<file path="src/rtl/nvm_stat_pkg.sv">
package nvm_stat_pkg;
   localparam int REG_W  = 8;
   localparam int BIT_CC = 7;
   localparam int BIT_RC = 6;
   localparam int BIT_AE = 5;
   localparam int BIT_PV = 4;
   localparam int BIT_MS = 0;
   localparam int N_ERR  = 3;

   typedef struct packed {
      logic       cc;
      logic       rc;
      logic       ae;
      logic       pv;
      logic [2:0] rsvd;
      logic       ms;
   } stat_reg_t;
endpackage

</file>
<file path="src/rtl/nvm_w1c_flag.sv">
module nvm_w1c_flag (
   input  logic clk,
   input  logic rst_n,
   input  logic hw_set,
   input  logic sw_clr,
   output logic q
);
   always_ff @(posedge clk or negedge rst_n) begin
      if (!rst_n)      q <= 1'b0;
      else if (hw_set) q <= 1'b1;
      else if (sw_clr) q <= 1'b0;
   end
endmodule

</file>
<file path="src/rtl/nvm_cmd_ctrl.sv">
module nvm_cmd_ctrl #(
   parameter bit LAUNCH_REG = 1'b1
) (
   input  logic clk,
   input  logic rst_n,
   input  logic init_done,
   input  logic wr_go,
   input  logic err_after,
   input  logic done_evt,
   input  logic ee_take,
   input  logic rec_done,
   input  logic mod_stat_in,
   output logic cc_q,
   output logic ms_q,
   output logic launch_pulse
);
   logic init_pend;
   logic launch_ok;
   logic cc_nxt;

   assign launch_ok = wr_go & cc_q & ~err_after & ~init_pend;

   always_comb begin
      if (init_pend)  cc_nxt = init_done;
      else if (cc_q)  cc_nxt = ~(launch_ok | ee_take);
      else            cc_nxt = done_evt | rec_done;
   end

   always_ff @(posedge clk or negedge rst_n) begin
      if (!rst_n) begin
         init_pend <= 1'b1;
         cc_q      <= 1'b0;
         ms_q      <= 1'b0;
      end else begin
         if (init_pend && init_done) init_pend <= 1'b0;
         cc_q <= cc_nxt;
         if (done_evt && !cc_q && !init_pend) ms_q <= mod_stat_in;
      end
   end

   generate
      if (LAUNCH_REG) begin : g_launch_reg
         logic launch_r;
         always_ff @(posedge clk or negedge rst_n) begin
            if (!rst_n) launch_r <= 1'b0;
            else        launch_r <= launch_ok;
         end
         assign launch_pulse = launch_r;
      end else begin : g_launch_comb
         assign launch_pulse = launch_ok;
      end
   endgenerate
endmodule

</file>
<file path="src/rtl/nvm_cmd_status.sv">
module nvm_cmd_status
   import nvm_stat_pkg::*;
#(
   parameter int ADDR_W     = 4,
   parameter int REG_ADDR   = 0,
   parameter bit LAUNCH_REG = 1'b1
) (
   input  logic              clk,
   input  logic              rst_n,
   input  logic              wr_en,
   input  logic [ADDR_W-1:0] wr_addr,
   input  logic [REG_W-1:0]  wr_data,
   output logic [REG_W-1:0]  status_rd,
   input  logic              init_done,
   input  logic              cmd_done,
   input  logic              cmd_viol,
   input  logic              mod_stat_in,
   input  logic              acc_err_in,
   input  logic              prot_err_in,
   input  logic              rd_req,
   input  logic              ee_ready,
   input  logic              ee_wr_req,
   input  logic              rec_done,
   input  logic              irq_en,
   output logic              launch_pulse,
   output logic              ee_wr_ack,
   output logic              irq
);
   localparam int ADDR_SPAN = 1 << ADDR_W;

   generate
      if (ADDR_W < 1 || ADDR_W > 16) begin : g_bad_addr_w
         $error("nvm_cmd_status: ADDR_W out of range");
      end
      if (REG_ADDR < 0 || REG_ADDR >= ADDR_SPAN) begin : g_bad_reg_addr
         $error("nvm_cmd_status: REG_ADDR outside address space");
      end
   endgenerate

   logic             hit;
   logic [N_ERR-1:0] err_set;
   logic [N_ERR-1:0] err_clr;
   logic [N_ERR-1:0] err_q;
   logic             cc_q, ms_q;
   logic             err_after;
   logic             unused_bits;
   stat_reg_t        sr;

   assign hit = wr_en && (wr_addr == ADDR_W'(REG_ADDR));
   assign unused_bits = ^wr_data[3:0];

   // err index 2: collision, 1: access error, 0: protection violation
   assign err_set = {rd_req & ~cc_q, acc_err_in, prot_err_in};
   assign err_clr = {N_ERR{hit}} & {wr_data[BIT_RC], wr_data[BIT_AE], wr_data[BIT_PV]};

   generate
      for (genvar i = 0; i < N_ERR; i++) begin : g_err
         nvm_w1c_flag u_flag (
            .clk    (clk),
            .rst_n  (rst_n),
            .hw_set (err_set[i]),
            .sw_clr (err_clr[i]),
            .q      (err_q[i])
         );
      end
   endgenerate

   assign err_after = (err_q[1] & ~err_clr[1]) | (err_q[0] & ~err_clr[0]);
   assign ee_wr_ack = ee_wr_req & ee_ready & ~err_q[1] & ~err_q[0];

   nvm_cmd_ctrl #(.LAUNCH_REG(LAUNCH_REG)) u_ctrl (
      .clk          (clk),
      .rst_n        (rst_n),
      .init_done    (init_done),
      .wr_go        (hit & wr_data[BIT_CC]),
      .err_after    (err_after),
      .done_evt     (cmd_done | cmd_viol),
      .ee_take      (ee_wr_ack),
      .rec_done     (rec_done),
      .mod_stat_in  (mod_stat_in),
      .cc_q         (cc_q),
      .ms_q         (ms_q),
      .launch_pulse (launch_pulse)
   );

   always_comb begin
      sr      = '0;
      sr.cc   = cc_q;
      sr.rc   = err_q[2];
      sr.ae   = err_q[1];
      sr.pv   = err_q[0];
      sr.ms   = ms_q;
   end

   assign status_rd = sr;
   assign irq       = cc_q & irq_en;
endmodule

</file>
<file path="config.mk">
export PLATFORM = sky130hd
export DESIGN_NAME = nvm_cmd_status
export DESIGN_NICKNAME = d
export VERILOG_FILES = /design/src/rtl/nvm_stat_pkg.sv /design/src/rtl/nvm_w1c_flag.sv /design/src/rtl/nvm_cmd_ctrl.sv /design/src/rtl/nvm_cmd_status.sv
export SDC_FILE = /design/constraint.sdc
export NUM_CORES = 1
export LEC_CHECK = 0
export ABC_CLOCK_PERIOD_IN_PS = 1500
export BUFFER_PORTS_ARGS = -buffer_cell sky130_fd_sc_hd__clkbuf_2
export CORE_AREA = 5 5 42 44
export DETAILED_ROUTE_END_ITERATION = 12
export DIE_AREA = 0 0 47 49
export HOLD_SLACK_MARGIN = 0.05
export PLACE_DENSITY = 0.67
export SLEW_MARGIN = 20
export SYNTH_ARGS = -nofsm -noshare
export SYNTH_HDL_FRONTEND = slang
export SYNTH_SLANG_ARGS = --single-unit
</file>
<file path="constraint.sdc">
create_clock -name clk -period 1.5 [get_ports clk]
set_input_delay 0.225 -clock clk [delete_from_list [all_inputs] [get_ports clk]]
set_output_delay 0.225 -clock clk [all_outputs]
set_load 0.01 [all_outputs]
</file>
==> impl_results.md <==
* YS warnings at 0
* Layout Skew at 7.915 ps
* Yosys top cell area share at 0.3859
* Initial antenna violation count at 0
* # DRC at 0
* Final Worst Setup Slack at 132.7 ps
* Routed wire per std cell at around 11 um
* Max-cap violations at 0
* Fillers at 159
* Worst Hold Launch: init_done
* PD cells at 1046 nW/um^2
* Hpwl dp at about 780 um
* Worst path required time at 1270 ps
* Largest net degree at the start of global routing at 8
* Register bit count reported by yosys at 7
* Clk slew on worst S/H paths at roughly 50 ps
* TritonCTS Buffers at 3
* CP startpoint kind: flop
* Cells on worst reg2reg path at 3
* Largest cells by area after synthesis: dfrtp_1, buf_4, nor3_1, dfstp_2, a21o_1
* Antenna cells at 0
* Fin Setup TNS at 0 ps
* Worst reg-to-reg setup slack at 280 ps
* Post-CTS Repair Setup Buffers at 0
* Final period utilization at 0.9115
* IO Count at 37
* Synth cell types at 18
* Crit end category: output pin
* Worst hold stages at 2
* Hold WC Path Type: in2reg
* Worst vdd ir at 0.2333 mV
* GRT overflow at 0
* Reg2reg start: g_err[1].u_flag.q
* DR vias at between 300 and 400
* Peak fanout along the critical path at 4
* Syn Std Cell Area at 389.1 um^2
* CP Class: reg2out
* CTS Sinks at 7
* Synth-to-layout area growth at 38.26%
* Number of H-tree levels at 1
* Final setup fails at 0
* RD Place Congestion at roughly 0.74
* Root buffer cell: clkbuf_4
* Via/cell ratio at 4.381
* Hold Worst Slack at between 100 and 150 ps
* Initial core utilization at 0.2777
* Hold Vio Cnt, Final at 0
* Total Wirelength at 900 um
* Core Box Area at 1401 um^2
* Row count at 14
* Synth Area per Inst at 9.728 um^2
* Vias in the first global route at roughly 380
* Die ar. at 2303 um^2
* 1st-iter DRT viols at 2
* Run status: completed
* Syn Inst Count at 40
* RR Endpoint: u_ctrl.cc_q
* Max-slew violations at 0
* Worst min-delay path endpoint: u_ctrl.init_pend
* Skew-Pair Late Insertion Delay at 250 ps
* Min cycle time layout at 1367 ps
* Antenna viol nets, final at 0
* CTS tree: yes
* Lkg Pwr at 0.2842 nW
* Post-synthesis sequential area ratio at 0.4534
* First-pass GRT wire length at about 1500 um
* Layout cells sized above 1 at 0.5294
* RSZ-0062 raised after global routing: false
* Fin nets at 95
* FMAX at around 730 MHz
* 1st-pass router iterations at 3
* Die span in x at 47 um
* Total Routing Usage GR at 0.09142
* Die H at just under 50 um
* Pre-CTS setup slack at 143.9 ps
* Cell taking the most area after synthesis: dfrtp_1
* Port bufs at 29
* CP arrival at 1140 ps
* CTS Buffer Depth at 2
==> worst max-delay path: stages, from the launching register on <==
cell and delay [ps]:
dfrtp_1 410, nor3_1 280, clkbuf_2 190
==> power breakdown <==
group	internal [mW]	switching, mW
clock network	0.101	0.0661
registers	0.223	0.0203
logic	0.0830	0.0687
total	0.408	0.155
==> registers in the layout, indices dropped and copies added (netlist names) <==
signal               count
u_ctrl.launch_pulse      1
g_err.u_flag.q           3
u_ctrl.cc_q              1
u_ctrl.ms_q              1
u_ctrl.init_pend         1
==> worst max path at each step <==
stage	start	depth (start not counted)	slack, ps	endpoint
floorplan	g_err[1].u_flag.q	3	230	u_ctrl.cc_q
CTS	g_err[1].u_flag.q	2	120	ee_wr_ack
global placement	wr_addr[1]	5	170	u_ctrl.cc_q
finish	g_err[1].u_flag.q	2	130	ee_wr_ack
global route	g_err[1].u_flag.q	2	100	ee_wr_ack
detailed placement	wr_addr[1]	5	140	u_ctrl.cc_q
==> placed cells by master (no fill, tap or decap) <==
| cell type | count |
|---|---|
| a221o_1 | 1 |
| dfrtp_1 | 6 |
| nand2b_1 | 1 |
| clkbuf_1 | 1 |
| mux2_2 | 1 |
| dfstp_2 | 1 |
| nor4_1 | 1 |
| a22o_1 | 1 |
| nor2_1 | 1 |
| nor3_1 | 6 |
| dlygate4sd3_1 | 1 |
| clkbuf_4 | 3 |
| nand2_1 | 4 |
| and2_1 | 1 |
| conb_1 | 3 |
| o2111ai_2 | 1 |
| nor2b_1 | 1 |
| and2_2 | 1 |
| a21o_1 | 2 |
| inv_1 | 2 |
| clkbuf_2 | 29 |
==> per-layer routing <==
layer | vias up | global-route usage | share of wire | wire, um
met4 | 0 | 0.08295 | 0.032 | 29
met3 | 4 | 0.03690 | 0.17 | 151
met2 | 25 | 0.1312 | 0.44 | 397
met1 | 157 | 0.09641 | 0.36 | 321
met5 | - | 0 | 0 | 0
li1 | 182 | - | - | -
==> cell usage after synthesis <==
master / count
buf_4: 8
dfrtp_1: 6
nor3_1: 6
nand2_1: 4
a21o_1: 2
inv_1: 2
a221o_1: 1
a22o_1: 1
and2_1: 1
and2_2: 1
conb_1: 1
dfstp_2: 1
mux2_2: 1
nand2b_1: 1
nor2_1: 1
nor2b_1: 1
nor4_1: 1
o2111ai_2: 1
==> stage by stage <==
step | power, mW | util | std cells | cell area, um^2
global placement | 0.3973 | 0.3580 | 79 | 501.7
detailed placement | 0.4019 | 0.3580 | 79 | 501.7
finish | 0.5628 | 0.3839 | 84 | 538.0
global route | 0.6040 | 0.3839 | 84 | 538.0
floorplan | 0.3732 | - | 42 | 396.6
CTS | 0.5766 | 0.3839 | 84 | 538.0
==> cell type report <==
cell class,instances,area (um^2),area share
Inverter,2,7.507,0.01395
Sequential cell,7,176.4,0.3279
Tap cell,16,20.02,0.03721
Timing Repair Buffer,30,155.1,0.2884
Clock buffer,4,26.28,0.04884
Multi-Input combinational cell,25,152.6,0.2837
==> cell families after synthesis <==
logic type      count (synthesis)  synth area share
compound gates                  5            0.1254
buf+inv                        10            0.1736
flops                           7            0.4534
mux                             1           0.02894
other cells                     1          0.009637
simple gates                   16            0.2090
==> timing repair <==
action / in CTS / in global routing
hold buffers: 1 / 0
endpoints found under the hold margin: 7 / 0
gates resized for setup: 0 / 0
Power figures use the tool's default switching activity.
